File: config.mk
export PLATFORM = sky130hd
export DESIGN_NAME = fb_scan_addr_gen
export DESIGN_NICKNAME = d
export VERILOG_FILES = /design/src/rtl/fbs_pkg.sv /design/src/rtl/fbs_rst_sync.sv /design/src/rtl/fbs_cfg_regs.sv /design/src/rtl/fbs_scan_core.sv /design/src/rtl/fbs_refr_cnt.sv /design/src/rtl/fb_scan_addr_gen.sv
export SDC_FILE = /design/constraint.sdc
export NUM_CORES = 1
export LEC_CHECK = 0
export ABC_AREA = 0
export BUFFER_PORTS_ARGS = -buffer_cell sky130_fd_sc_hd__buf_2
export CAP_MARGIN = 0
export CORE_ASPECT_RATIO = 0.6
export CORE_UTILIZATION = 65
export DETAILED_ROUTE_END_ITERATION = 7
export GPL_ROUTABILITY_DRIVEN = 0
export PLACE_DENSITY = 0.85
export REMOVE_ABC_BUFFERS = 1
export SYNTH_ARGS = -nofsm -noshare
export SYNTH_HDL_FRONTEND = slang
export SYNTH_SLANG_ARGS = --single-unit
File: constraint.sdc
create_clock -name clk -period 12.9 [get_ports clk]
set_input_delay 1.29 -clock clk [delete_from_list [all_inputs] [get_ports clk]]
set_output_delay 1.29 -clock clk [all_outputs]
set_load 0.01 [all_outputs]
File: src/rtl/fbs_pkg.sv
package fbs_pkg;
  localparam int SEL_W = 3;

  typedef enum logic [SEL_W-1:0] {
    SEL_WIDTH   = 3'd0,
    SEL_HEIGHT  = 3'd1,
    SEL_SIZE_LO = 3'd2,
    SEL_SIZE_HI = 3'd3,
    SEL_CFG     = 3'd4,
    SEL_REFR    = 3'd5,
    SEL_IRQ_CLR = 3'd6
  } reg_sel_e;

  localparam int CFG_TRANSPOSE_BIT = 0;
  localparam int CFG_YMIR_BIT      = 1;
  localparam int CFG_XMIR_BIT      = 2;

  typedef struct packed {
    logic x_mir;
    logic y_mir;
    logic transpose;
  } scan_cfg_t;
endpackage

File: src/rtl/fbs_rst_sync.sv
module fbs_rst_sync #(
  parameter int STAGES = 2
) (
  input  logic clk,
  input  logic rst_n,
  output logic rst_n_sync
);
  logic [STAGES-1:0] sync_q;

  always_ff @(posedge clk or negedge rst_n) begin
    if (!rst_n) sync_q <= '0;
    else        sync_q <= {sync_q[STAGES-2:0], 1'b1};
  end

  assign rst_n_sync = sync_q[STAGES-1];
endmodule

File: src/rtl/fbs_cfg_regs.sv
module fbs_cfg_regs
  import fbs_pkg::*;
#(
  parameter int DATA_W = 16,
  localparam int SIZE_W = 2 * DATA_W
) (
  input  logic              clk,
  input  logic              rst_n,
  input  logic              wr_en,
  input  logic [SEL_W-1:0]  wr_sel,
  input  logic [DATA_W-1:0] wr_data,
  output logic [DATA_W-1:0] width,
  output logic [DATA_W-1:0] height,
  output logic [SIZE_W-1:0] size,
  output scan_cfg_t         cfg
);
  logic [DATA_W-1:0] width_d, height_d, size_lo_d, size_hi_d;
  logic [DATA_W-1:0] width_q, height_q, size_lo_q, size_hi_q;
  scan_cfg_t         cfg_d, cfg_q;

  always_comb begin
    width_d   = width_q;
    height_d  = height_q;
    size_lo_d = size_lo_q;
    size_hi_d = size_hi_q;
    cfg_d     = cfg_q;
    if (wr_en) begin
      unique case (wr_sel)
        SEL_WIDTH:   width_d   = wr_data;
        SEL_HEIGHT:  height_d  = wr_data;
        SEL_SIZE_LO: size_lo_d = wr_data;
        SEL_SIZE_HI: size_hi_d = wr_data;
        SEL_CFG: begin
          cfg_d.transpose = wr_data[CFG_TRANSPOSE_BIT];
          cfg_d.y_mir     = wr_data[CFG_YMIR_BIT];
          cfg_d.x_mir     = wr_data[CFG_XMIR_BIT];
        end
        default: ;
      endcase
    end
  end

  always_ff @(posedge clk or negedge rst_n) begin
    if (!rst_n) begin
      width_q   <= '0;
      height_q  <= '0;
      size_lo_q <= '0;
      size_hi_q <= '0;
      cfg_q     <= '0;
    end else if (wr_en) begin
      width_q   <= width_d;
      height_q  <= height_d;
      size_lo_q <= size_lo_d;
      size_hi_q <= size_hi_d;
      cfg_q     <= cfg_d;
    end
  end

  assign width  = width_q;
  assign height = height_q;
  assign size   = {size_hi_q, size_lo_q};
  assign cfg    = cfg_q;

  a_r12_cfg_only_on_write: assert property (@(posedge clk) disable iff (!rst_n)
    !(wr_en && wr_sel == SEL_CFG) |=> $stable(cfg_q));
endmodule

File: src/rtl/fbs_scan_core.sv
module fbs_scan_core
  import fbs_pkg::*;
#(
  parameter int DIM_W = 16,
  localparam int ADDR_W = 2 * DIM_W
) (
  input  logic              clk,
  input  logic              rst_n,
  input  logic              start,
  input  logic [DIM_W-1:0]  width,
  input  logic [DIM_W-1:0]  height,
  input  logic [ADDR_W-1:0] size,
  input  scan_cfg_t         cfg,
  input  logic              addr_ready,
  output logic              addr_valid,
  output logic [ADDR_W-1:0] addr_out,
  output logic              addr_last,
  output logic              frame_done
);
  logic              busy_q, busy_d;
  logic [DIM_W-1:0]  w_q, w_d, h_q, h_d;
  logic [ADDR_W-1:0] size_q, size_d;
  scan_cfg_t         cfg_q, cfg_d;
  logic [DIM_W-1:0]  in_q, in_d, out_q, out_d;
  logic [ADDR_W-1:0] cnt_q, cnt_d;

  logic [DIM_W-1:0]  in_max, x_raw, y_raw, x_eff, y_eff;
  logic              last, fire, launch;
  logic              upd;

  assign launch = !busy_q && start && (size != '0) && (width != '0) && (height != '0);
  assign fire   = busy_q && addr_ready;
  assign last   = (cnt_q == size_q - ADDR_W'(1));
  assign upd    = launch || fire;

  assign in_max = cfg_q.transpose ? (h_q - DIM_W'(1)) : (w_q - DIM_W'(1));
  assign x_raw  = cfg_q.transpose ? out_q : in_q;
  assign y_raw  = cfg_q.transpose ? in_q  : out_q;
  assign x_eff  = cfg_q.x_mir ? (w_q - DIM_W'(1) - x_raw) : x_raw;
  assign y_eff  = cfg_q.y_mir ? (h_q - DIM_W'(1) - y_raw) : y_raw;

  always_comb begin
    busy_d = busy_q;
    w_d    = w_q;
    h_d    = h_q;
    size_d = size_q;
    cfg_d  = cfg_q;
    in_d   = in_q;
    out_d  = out_q;
    cnt_d  = cnt_q;
    if (launch) begin
      busy_d = 1'b1;
      w_d    = width;
      h_d    = height;
      size_d = size;
      cfg_d  = cfg;
      in_d   = '0;
      out_d  = '0;
      cnt_d  = '0;
    end else if (fire) begin
      if (last) begin
        busy_d = 1'b0;
      end
      cnt_d = cnt_q + ADDR_W'(1);
      if (in_q == in_max) begin
        in_d  = '0;
        out_d = out_q + DIM_W'(1);
      end else begin
        in_d = in_q + DIM_W'(1);
      end
    end
  end

  always_ff @(posedge clk or negedge rst_n) begin
    if (!rst_n) begin
      busy_q <= 1'b0;
      w_q    <= '0;
      h_q    <= '0;
      size_q <= '0;
      cfg_q  <= '0;
      in_q   <= '0;
      out_q  <= '0;
      cnt_q  <= '0;
    end else if (upd) begin
      busy_q <= busy_d;
      w_q    <= w_d;
      h_q    <= h_d;
      size_q <= size_d;
      cfg_q  <= cfg_d;
      in_q   <= in_d;
      out_q  <= out_d;
      cnt_q  <= cnt_d;
    end
  end

  assign addr_valid = busy_q;
  assign addr_out   = {{DIM_W{1'b0}}, y_eff} * {{DIM_W{1'b0}}, w_q} + {{DIM_W{1'b0}}, x_eff};
  assign addr_last  = busy_q && last;
  assign frame_done = fire && last;

  a_r7_hold_addr: assert property (@(posedge clk) disable iff (!rst_n)
    addr_valid && !addr_ready |=> addr_valid && $stable(addr_out) && $stable(addr_last));
  a_r2_idle_after_last: assert property (@(posedge clk) disable iff (!rst_n)
    addr_valid && addr_ready && addr_last |=> !addr_valid);
  a_r2_last_needs_valid: assert property (@(posedge clk) disable iff (!rst_n)
    addr_last |-> addr_valid);
  a_r3_addr_in_frame: assert property (@(posedge clk) disable iff (!rst_n)
    addr_valid && (cnt_q < {{DIM_W{1'b0}}, w_q} * {{DIM_W{1'b0}}, h_q})
      |-> addr_out < {{DIM_W{1'b0}}, w_q} * {{DIM_W{1'b0}}, h_q});
  a_r9_no_restart: assert property (@(posedge clk) disable iff (!rst_n)
    addr_valid && !addr_ready |=> $stable(cnt_q));
endmodule

File: src/rtl/fbs_refr_cnt.sv
module fbs_refr_cnt #(
  parameter int CNT_W = 16
) (
  input  logic             clk,
  input  logic             rst_n,
  input  logic             load,
  input  logic [CNT_W-1:0] load_val,
  input  logic             irq_clr,
  input  logic             frame_done,
  output logic [CNT_W-1:0] count,
  output logic             irq
);
  logic [CNT_W-1:0] cnt_q, cnt_d;
  logic             irq_q, irq_d;
  logic             step, cnt_en, irq_en;

  assign step   = frame_done && !load && (cnt_q != '0);
  assign cnt_en = load || step;
  assign irq_en = irq_clr || step;

  always_comb begin
    cnt_d = cnt_q;
    if (load)      cnt_d = load_val;
    else if (step) cnt_d = cnt_q - CNT_W'(1);
  end

  always_comb begin
    irq_d = irq_q;
    if (step && cnt_q == CNT_W'(1)) irq_d = 1'b1;
    else if (irq_clr)               irq_d = 1'b0;
  end

  always_ff @(posedge clk or negedge rst_n) begin
    if (!rst_n)      cnt_q <= '0;
    else if (cnt_en) cnt_q <= cnt_d;
  end

  always_ff @(posedge clk or negedge rst_n) begin
    if (!rst_n)      irq_q <= 1'b0;
    else if (irq_en) irq_q <= irq_d;
  end

  assign count = cnt_q;
  assign irq   = irq_q;

  a_r10_cnt_hold: assert property (@(posedge clk) disable iff (!rst_n)
    !load && !frame_done |=> $stable(cnt_q));
  a_r10_no_wrap: assert property (@(posedge clk) disable iff (!rst_n)
    !load && cnt_q == '0 |=> cnt_q == '0);
  a_r11_irq_at_zero: assert property (@(posedge clk) disable iff (!rst_n)
    $rose(irq_q) |-> cnt_q == '0);
  a_r11_irq_sticky: assert property (@(posedge clk) disable iff (!rst_n)
    irq_q && !irq_clr |=> irq_q);
endmodule

File: src/rtl/fb_scan_addr_gen.sv
module fb_scan_addr_gen
  import fbs_pkg::*;
#(
  parameter int DATA_W = 16,
  parameter int CNT_W  = 16,
  localparam int ADDR_W = 2 * DATA_W
) (
  input  logic              clk,
  input  logic              rst_n,
  input  logic              wr_en,
  input  logic [SEL_W-1:0]  wr_sel,
  input  logic [DATA_W-1:0] wr_data,
  input  logic              start,
  input  logic              addr_ready,
  output logic              addr_valid,
  output logic [ADDR_W-1:0] addr_out,
  output logic              addr_last,
  output logic [CNT_W-1:0]  refr_count,
  output logic              irq_flag
);
  logic              rst_n_s;
  logic [DATA_W-1:0] width, height;
  logic [ADDR_W-1:0] size;
  scan_cfg_t         cfg;
  logic              frame_done;
  logic              cnt_load, irq_clr;

  fbs_rst_sync #(.STAGES(2)) u_rst (
    .clk(clk), .rst_n(rst_n), .rst_n_sync(rst_n_s)
  );

  fbs_cfg_regs #(.DATA_W(DATA_W)) u_cfg (
    .clk(clk), .rst_n(rst_n_s), .wr_en(wr_en), .wr_sel(wr_sel),
    .wr_data(wr_data), .width(width), .height(height), .size(size), .cfg(cfg)
  );

  fbs_scan_core #(.DIM_W(DATA_W)) u_scan (
    .clk(clk), .rst_n(rst_n_s), .start(start), .width(width), .height(height),
    .size(size), .cfg(cfg), .addr_ready(addr_ready), .addr_valid(addr_valid),
    .addr_out(addr_out), .addr_last(addr_last), .frame_done(frame_done)
  );

  assign cnt_load = wr_en && (wr_sel == SEL_REFR);
  assign irq_clr  = wr_en && (wr_sel == SEL_IRQ_CLR) && wr_data[0];

  fbs_refr_cnt #(.CNT_W(CNT_W)) u_refr (
    .clk(clk), .rst_n(rst_n_s), .load(cnt_load), .load_val(wr_data[CNT_W-1:0]),
    .irq_clr(irq_clr), .frame_done(frame_done), .count(refr_count), .irq(irq_flag)
  );
endmodule

After elaboration in Yosys (flattened, before gate mapping)
Index checks and enable logic that the tools add are counted.

word-level totals
  bits in registers = 218
  output and inout port bits = 51

cells by class
  add/sub/neg operators = 10
  multiply operators = 1
  equal/unequal tests = 9
  muxes and demuxes = 20
  reductions and logical operators = 39

operators with widths
  cell                                                                   count
  16-bit 2-to-1 mux                                                      13
  32-bit 2-to-1 mux                                                      2
  16-bit nonzero test                                                    3
  16-bit by 1-bit subtractor with 16-bit output (second input constant)  3
  16-bit by 1-bit adder with 16-bit output (second input constant)       2
  32-bit by 1-bit adder with 32-bit output (second input constant)       1
  32-bit by 16-bit adder with 32-bit output                              1
  32-bit == test                                                         1
  16-bit by 16-bit multiplier with 32-bit output                         1
  32-bit nonzero test                                                    1
  16-bit subtractor                                                      2
  32-bit by 1-bit subtractor with 32-bit output (second input constant)  1
  2-bit AND reduction                                                    9
  16-bit by 1-bit == test with 1-bit output (second input constant)      1
  16-bit == test                                                         1
  1-bit logical AND                                                      13
  2-bit nonzero test                                                     5
  3-bit == test (second input constant)                                  3
  3-bit by 2-bit == test with 1-bit output (second input constant)       2
  3-bit AND reduction                                                    2
  1-bit 2-to-1 mux                                                       5
  3-bit by 1-bit == test with 1-bit output (second input constant)       1
  3-bit logical NOT                                                      1
  1-bit logical OR                                                       3
  1-bit logical NOT                                                      2

Logic depth before layout (Yosys ltp)
Gate-level depths: netlist (run 1).

  word-level depth = 8
  mapped depth = 39

Modules after synthesis
From an unflattened synthesis (run 1), not the netlist that was laid out.

second synthesis, totals
  cells, all modules = 2,645
  area, all modules = 23,417.5 um2

modules (own cells, without submodules)
  module            instances  cells an instance  area an instance (um2)  seq. area each (um2)
  fbs_scan_core     1          2,359              19,570.0                3,303.2
  fbs_cfg_regs      1          145                2,576.2                 1,676.6
  fbs_refr_cnt      1          135                1,197.4                 425.4
  fbs_rst_sync      1          3                  53.8                    50.0
  fb_scan_addr_gen  1          3                  20.0                    0.0

Worst setup path after synthesis (run 1)
Ideal clock, no wire load.

  path kind = register to output
  start point = reg u_scan.cfg_q[0] in the netlist's numbering
  end point = out addr_out[31]
  arrival time = 9,429 ps
  data required time = 11,610 ps
  path slack = 2,181 ps
  cell stages (with the launch flop) = 37
  path through = dfrtp_1 > clkbuf_1 > clkbuf_1 > buf_1 > clkbuf_1 > mux2i_1 > ha_1 > nor2b_1 > o21ai_0 > a21boi_0 > o211ai_1 > nand2_1 > a21oi_1 > o21ai_0 > xnor2_1 > mux2i_1 > clkbuf_1 > nand2_1 > fa_1 > fa_1 > fa_1 > fa_1 > inv_1 > fa_1 > inv_1 > fa_1 > inv_1 > ha_1 > or2_2 > or3_1 > o32ai_1 > o21ai_0 > o221a_2 > o41ai_1 > o21ai_0 > a21oi_1 > xnor2_1

between the ends
  word-level cells in the longest chain between the ends = 5
  elaborated cells between the ends (all ways) = 8

ends and longest elaborated chain
  what                                            RTL line                RTL
  from (decl)                                     fbs_scan_core.sv:23     scan_cfg_t cfg_q, cfg_d;
  from (signal assigned)                          fbs_scan_core.sv:89     cfg_q <= cfg_d;
  16-bit 2-to-1 mux                               fbs_scan_core.sv:38     assign y_raw = cfg_q.transpose ? in_q : out_q;
  16-bit subtractor                               fbs_scan_core.sv:40     assign y_eff = cfg_q.y_mir ? (h_q - DIM_W'(1) - y_raw) : y_raw;
  16-bit 2-to-1 mux                               fbs_scan_core.sv:40
  16-bit by 16-bit multiplier with 32-bit output  fbs_scan_core.sv:97     assign addr_out = {{DIM_W{1'b0}}, y_eff} * {{DIM_W{1'b0}}, w_q} + {{DIM_W{1'b0}}, x_eff};
  32-bit by 16-bit adder with 32-bit output *     fbs_scan_core.sv:97
  to (decl)                                       fb_scan_addr_gen.sv:16  output logic [ADDR_W-1:0] addr_out,

Mark *: on every way between the ends. The rest lies on a longest branch, timed or not.

Final worst setup path (run 1)
  start point = reg u_scan.h_q[3]
  end point = out addr_out[30]

between the ends
  word-level cells in the longest chain between the ends = 5

ends and longest elaborated chain
  what                                            RTL line             RTL
  from (decl)                                     fbs_scan_core.sv:21  logic [DIM_W-1:0] w_q, w_d, h_q, h_d;
  from (signal assigned)                          fbs_scan_core.sv:78  h_q <= '0;
  from (signal assigned)                          fbs_scan_core.sv:87  h_q <= h_d;
  16-bit by 1-bit subtractor with 16-bit output   fbs_scan_core.sv:40
  16-bit subtractor                               fbs_scan_core.sv:40
  16-bit 2-to-1 mux                               fbs_scan_core.sv:40
  16-bit by 16-bit multiplier with 32-bit output  fbs_scan_core.sv:97
  32-bit by 16-bit adder with 32-bit output       fbs_scan_core.sv:97

Every way passes these cells.

==> results of run 1 <==
-- flip-flops by register name (all words and copies together), names as in the netlist, 2 cells and up --
name and flops:
u_scan.w_q 16, u_rst.sync_q 2, u_cfg.height 16, u_cfg.size_hi_q 16, u_cfg.width 16, u_cfg.size_lo_q 16
u_scan.cfg_q 3, u_cfg.cfg 3, u_scan.cnt_q 32, u_scan.in_q 16, u_scan.size_q 32, u_scan.out_q 16
u_refr.count 16, u_scan.h_q 16
-- repair_timing --
action	4_1_cts	5_1_grt
gates resized for setup	0	1
hold buffers	0	0
setup endpoints to repair	0	2
-- layout by cell type (no fill, tap or decap), types with 18 or more instances in the layout --
| master | count |
|---|---|
| a21oi_1 | 59 |
| and2_1 | 126 |
| and3_1 | 20 |
| buf_2 | 74 |
| buf_4 | 33 |
| clkbuf_16 | 20 |
| dfrtp_1 | 216 |
| fa_1 | 212 |
| ha_1 | 144 |
| inv_1 | 276 |
| mux2_2 | 77 |
| mux2i_1 | 35 |
| nand2_1 | 435 |
| nand3_1 | 46 |
| nand4_1 | 28 |
| nor2_1 | 138 |
| nor2b_1 | 21 |
| nor3_1 | 43 |
| nor4_1 | 37 |
| o21ai_0 | 89 |
| or3_1 | 18 |
| xnor2_1 | 115 |
| xor2_1 | 87 |
-- worst reg2reg max path: stages, from the launching register on --
cell and delay [ns]:
dfrtp_1 0.38, buf_4 0.23, inv_1 0.12, ha_1 0.44
or4b_2 0.84, nor4_1 0.46, nor2_1 0.12, nor4_1 0.71
a32o_1 0.22, nand3_1 0.25, nor4_4 0.74, nand4_1 0.24
xor2_1 0.20, nor2_1 0.06
-- logic make-up (layout without fill, tap and decap cells) --
logic type | Yosys count | after routing | share of synthesized area, %
AND/OR/NAND/NOR | 989 | 989 | 21.1
buffers and inverters | 409 | 420 | 6.80
adder cells (fa/ha/maj) | 356 | 356 | 26.7
AO/OA/AOI/OAI | 273 | 273 | 7.72
flip-flops | 218 | 218 | 24.1
XOR/XNOR | 205 | 205 | 8.10
multiplexers | 115 | 115 | 5.56
other | 1 | 1 | 0.0165
-- stage by stage --
step / area [µm²] / util, %
final: 24100 / 70.9
after global routing: 24100 / 70.9
after CTS: 24100 / 70.9
after detailed placement: 23400 / 68.8
after global placement: 23400 / 68.8
after floorplan: 22200 / -
-- final cells by class --
type                    count  area (µm²)  area share [%]
clock buffers              23         522            2.16
clock inverters            13         189           0.783
inverters                 276        1040            4.29
multi-input cells        1939       15700            65.1
flip-flops and latches    218        5460            22.6
well taps                 459         574            2.38
repair buffers            108         638            2.64
-- worst max-delay path by stage --
stage	startpoint	depth (start not counted)	slack, ns	end
after floorplan	u_scan.cfg_q[0]$_DFFE_PN0P_	32	1.82	addr_out[31]
after global placement	u_scan.h_q[3]$_DFFE_PN0P_	32	1.61	addr_out[30]
after detailed placement	u_scan.h_q[3]$_DFFE_PN0P_	32	1.22	addr_out[30]
after CTS	u_scan.h_q[3]$_DFFE_PN0P_	32	0.57	addr_out[30]
after global routing	u_scan.h_q[3]$_DFFE_PN0P_	32	0.01	addr_out[30]
final	u_scan.h_q[3]$_DFFE_PN0P_	32	0.57	addr_out[30]
-- routing by layer --
layer / part of all wire [%] / routed length (µm) / vias to the layer above
li1: - / - / 8367
met3: 15 / 9380 / 166
met1: 41 / 26400 / 9463
met4: 2.1 / 1370 / 2
met2: 42 / 26700 / 1269
met5: 0.020 / 13 / -
==> impl_metrics.tcl, run 1 <==
set metrics [dict create \
    synth.area.top_cells "dfrtp_1 24%, fa_1 19%, ha_1 7.9%, nand2_1 7.2%, inv_1 4.6%" \
    cts_sinks 218 \
    hp-class "reg2async" \
    ys_seq_elements 218 \
    yosysUniqueCellTypes 83 \
    crit_buf_inv 4 \
    max_slew_margin_pct 8.73 \
    port_buffers 74 \
    syn-cell-area_um2 22700 \
    ys.flop_type "dfrtp_1" \
    reg2reg_to "u_scan.out_q[10]$_DFFE_PN0P_" \
    dp_slack_ns 1.22 \
    cp_slowest_cell "nor4_2" \
    worst_slack_ns 0.575 \
    finalHoldViolCount 0 \
    fillCellCount 2472 \
    path_delay_family "adder cells" \
    path_clk_slew_ns 0.08 \
    ff2ff_setup_slack_ns 7.74 \
    rsz0062_at_grt "false" \
    postRouteAntennaNets 0 \
    max_stage_delay_ns 0.77 \
    clockBufferDepth 3 \
    grt_pass1_wl_um 104000 \
    wire_per_inst_um 21.0 \
    grt.met2_usage_pct 52.6 \
    fmax_ghz 0.0811 \
    fin_skew_ns 0.0279 \
    antenna_found_initial 1 \
    rows 52 \
    core_um2 34000 \
    synth_seq_area_share_pct 24.1 \
    track_usage_pct 36.6 \
    syn_area_per_cell_um2 8.84 \
    worstPathRequired_ns 11.61 \
    synth-edff-count 0 \
    synth_common_cells "435 x nand2_1, 276 x inv_1, 218 x dfrtp_1" \
    place_inst 3000 \
    postCtsSetupBuffers 0 \
    first_pass_iters 8 \
    dieHeight_um 147 \
    areaGrowthSynthToFinish_pct 6.44 \
    drtIter0Drc 2692 \
    crit_path_start_kind "register" \
    tns_ns 0 \
    fin_crit_ns 12.33 \
    r2r.worst_path.cells 13 \
    drive_gt1_share_pct 10.0 \
    maxCapViolCount 0 \
    setup_viol 0 \
    yosysWarningCount 0 \
    use_met1_pct 54.0 \
    maxSlewViolCount 0 \
    grt_max_degree 192 \
    avgViaCountPerCell 6.35 \
    nNetsFinal 2943 \
    synth_top_cell_area_share_pct 24.1 \
    fin_hold_ws_ns 0.227 \
    tightest_slew_ns 1.36 \
    setup.worst_path.end_class "output pin" \
    start_util_pct 66.6 \
    first_global_vias 19340 \
    grt_overflow 0 \
    clk_latency_ns 0.54 \
    wirelength_um 63900 \
    dp_hpwl_um 47600 \
    rr_startpoint "u_scan.w_q[0]$_DFFE_PN0P_" \
    arrival_ns 11.04 \
    stdcell_count 3036 \
    cts_tree "yes" \
    yosysMostFrequentCell "nand2_1" \
    cp_max_fo 15 \
    use_met3_pct 12.2 \
    crit_path_frequent_cell "fa_1" \
    drc 0 \
    yosysTopAreaCell "dfrtp_1" \
    top_usage_layer "met1" \
    design.die.area_um2 35700 \
    vias 19267 \
    worst-setup-path-type "reg2out" \
    htree_levels 1 \
    cts_root_buf "clkbuf_16" \
    cts_buffers 20 \
    status "complete, no violations" \
    die_w_um 243 \
    synthCells 2566 \
    io_pins 75 \
    period_share_pct 95.5 \
    async_reset_ff_share_pct 100 \
    n_antenna_cell 0 \
]
Power of run 1 is left out: the tool's default activity adds up to more than one toggle a clock period on the data nets, which glitch-free logic cannot reach.
==> run 2, diff against run 1 <==
RECOVER_POWER = 100   (was unset)
TNS_END_PERCENT = 5   (was unset)
==> impl_metrics.tcl, run 2 (synthesis gave the netlist of run 1 again) <==
set metrics [dict create \
    reg2reg_to "u_scan.cfg_q[0]$_DFFE_PN0P_" \
    worst-setup-path-type "reg2out" \
    io_pins 75 \
    wire_per_inst_um 21.0 \
    port_buffers 74 \
    dieHeight_um 147 \
    hp-class "reg2reg" \
    arrival_ns 11.14 \
    path_clk_slew_ns 0.08 \
    period_share_pct 96.4 \
    cts_root_buf "clkbuf_16" \
    antenna_found_initial 1 \
    setup_viol 0 \
    rr_startpoint "u_rst.sync_q[1]$_DFF_PN0_" \
    rows 52 \
    drive_gt1_share_pct 7.18 \
    top_regs "u_scan.cnt_q: 32 flops, u_scan.size_q: 32 flops" \
    cts_tree "yes" \
    cts_sinks 218 \
    setup.worst_path.end_class "output pin" \
    finalHoldViolCount 0 \
    ff2ff_setup_slack_ns 2.67 \
    start_util_pct 66.6 \
    layout_commonest_cell "nand2_1" \
    cts_hold_buf 0 \
    first_global_vias 19340 \
    crit_path_start_kind "register" \
    multi_input_area_um2 15600 \
    fmax_ghz 0.0804 \
    max_stage_delay_ns 0.83 \
    fillCellCount 2529 \
    design.die.area_um2 35700 \
    areaGrowthSynthToFinish_pct 5.63 \
    r2r.worst_path.cells 1 \
    status "finished, violations left" \
    grt_max_degree 192 \
    wirelength_um 63700 \
    clockBufferDepth 3 \
    avgViaCountPerCell 6.36 \
    holdCritStartpoint "u_rst.sync_q[0]$_DFF_PN0_" \
    worstPathRequired_ns 11.61 \
    crit_path_frequent_cell "fa_1" \
    tightest_slew_ns 8.55 \
    seqCellArea_um2 5460 \
    violations "design-rule violations, max-capacitance violations, max-slew violations" \
    fin_skew_ns 0.0270 \
    final_cell_mix "435 x nand2_1, 276 x inv_1, 217 x dfrtp_1" \
    min_to "u_rst.sync_q[1]$_DFF_PN0_" \
    rsz0062_at_grt "false" \
    core_um2 34000 \
    n_antenna_cell 0 \
    grt_pass1_wl_um 104000 \
    maxSlewViolCount 396 \
    drc 11 \
    nNetsFinal 2943 \
    grt_overflow 0 \
    dp_hpwl_um 47600 \
    fin_crit_ns 12.43 \
    clk_latency_ns 0.54 \
    postRouteAntennaNets 0 \
    cp_max_fo 21 \
    vias 19317 \
    cts_buffers 20 \
    first_pass_iters 8 \
    cp_slowest_cell "or4b_2" \
    max_slew_margin_pct -470 \
    maxCapViolCount 7 \
    hold_depth 0 \
    postLayoutCoreUtil_pct 70.4 \
    drtIter0Drc 2532 \
    die_w_um 243 \
    tns_ns 0 \
    htree_levels 1 \
    track_usage_pct 36.6 \
]
run 2: cell count changes in the layout (fill, tap and decap cells not counted), sizes merged:
cell,before,now
buf,108,55
clkbuf,23,75
clkdlybuf4s25,0,1
run 2: worst max-delay path, delay by kind of cell, from the launching register on:
| kind | cells | cell delay [ns] |
|---|---|---|
| DFF | 1 | 0.38 |
| adders and majority gates | 7 | 3.26 |
| and+or+nand+nor | 5 | 1.92 |
| AOI/OAI and AO/OA | 12 | 3.59 |
| buffers and inverters | 4 | 0.98 |
| xor gates and xnor gates | 3 | 0.44 |
run 2: how the worst max path moves through the flow:
| stage | slack [ns] | cells past startpoint | start | end |
|---|---|---|---|---|
| 2_1_floorplan | 1.82 | 32 | u_scan.cfg_q[0]$_DFFE_PN0P_ | addr_out[31] |
| 3_3_place_gp | 1.61 | 32 | u_scan.h_q[3]$_DFFE_PN0P_ | addr_out[30] |
| 3_5_place_dp | 1.22 | 32 | u_scan.h_q[3]$_DFFE_PN0P_ | addr_out[30] |
| 4_1_cts | 0.57 | 32 | u_scan.h_q[3]$_DFFE_PN0P_ | addr_out[30] |
| 5_1_grt | 0.01 | 32 | u_scan.h_q[3]$_DFFE_PN0P_ | addr_out[30] |
| 6_report | 0.47 | 31 | u_scan.w_q[0]$_DFFE_PN0P_ | addr_out[30] |
run 2: layout make-up:
cell class                 instances  area share, %
tap                              459           2.40
clock inverter                    13          0.789
timing repair buffer             108           2.27
clock buffer                      23           2.18
sequential                       218           22.8
inverter                         276           4.32
multi-input combinational       1939           65.3
run 2: timing repair:
item | 4_1_cts | 5_1_grt
gates resized for setup | 0 | 1
setup endpoints to repair | 0 | 2
setup buffers | 0 | 0
run 2: through the flow:
step	setup slack [ns]	std cells	hold WS [ns]	instance area, µm²
after detailed placement	1.22	3000	0.248	23400
final	0.466	3036	0.363	24000
after global routing	0.0123	3036	0.373	24000
after floorplan	1.82	2433	0.331	22200
after global placement	1.61	3000	0.242	23400
after CTS	0.567	3036	0.234	24100
run 2: layer usage:
layer / up-vias / GRT usage, % / wire length (µm)
met5: - / 0 / 13
met4: 2 / 7.70 / 1490
met3: 177 / 12.2 / 9760
met2: 1313 / 52.6 / 26400
met1: 9458 / 54.0 / 26000
li1: 8367 / - / -
Power of run 2 is left out for the same reason.
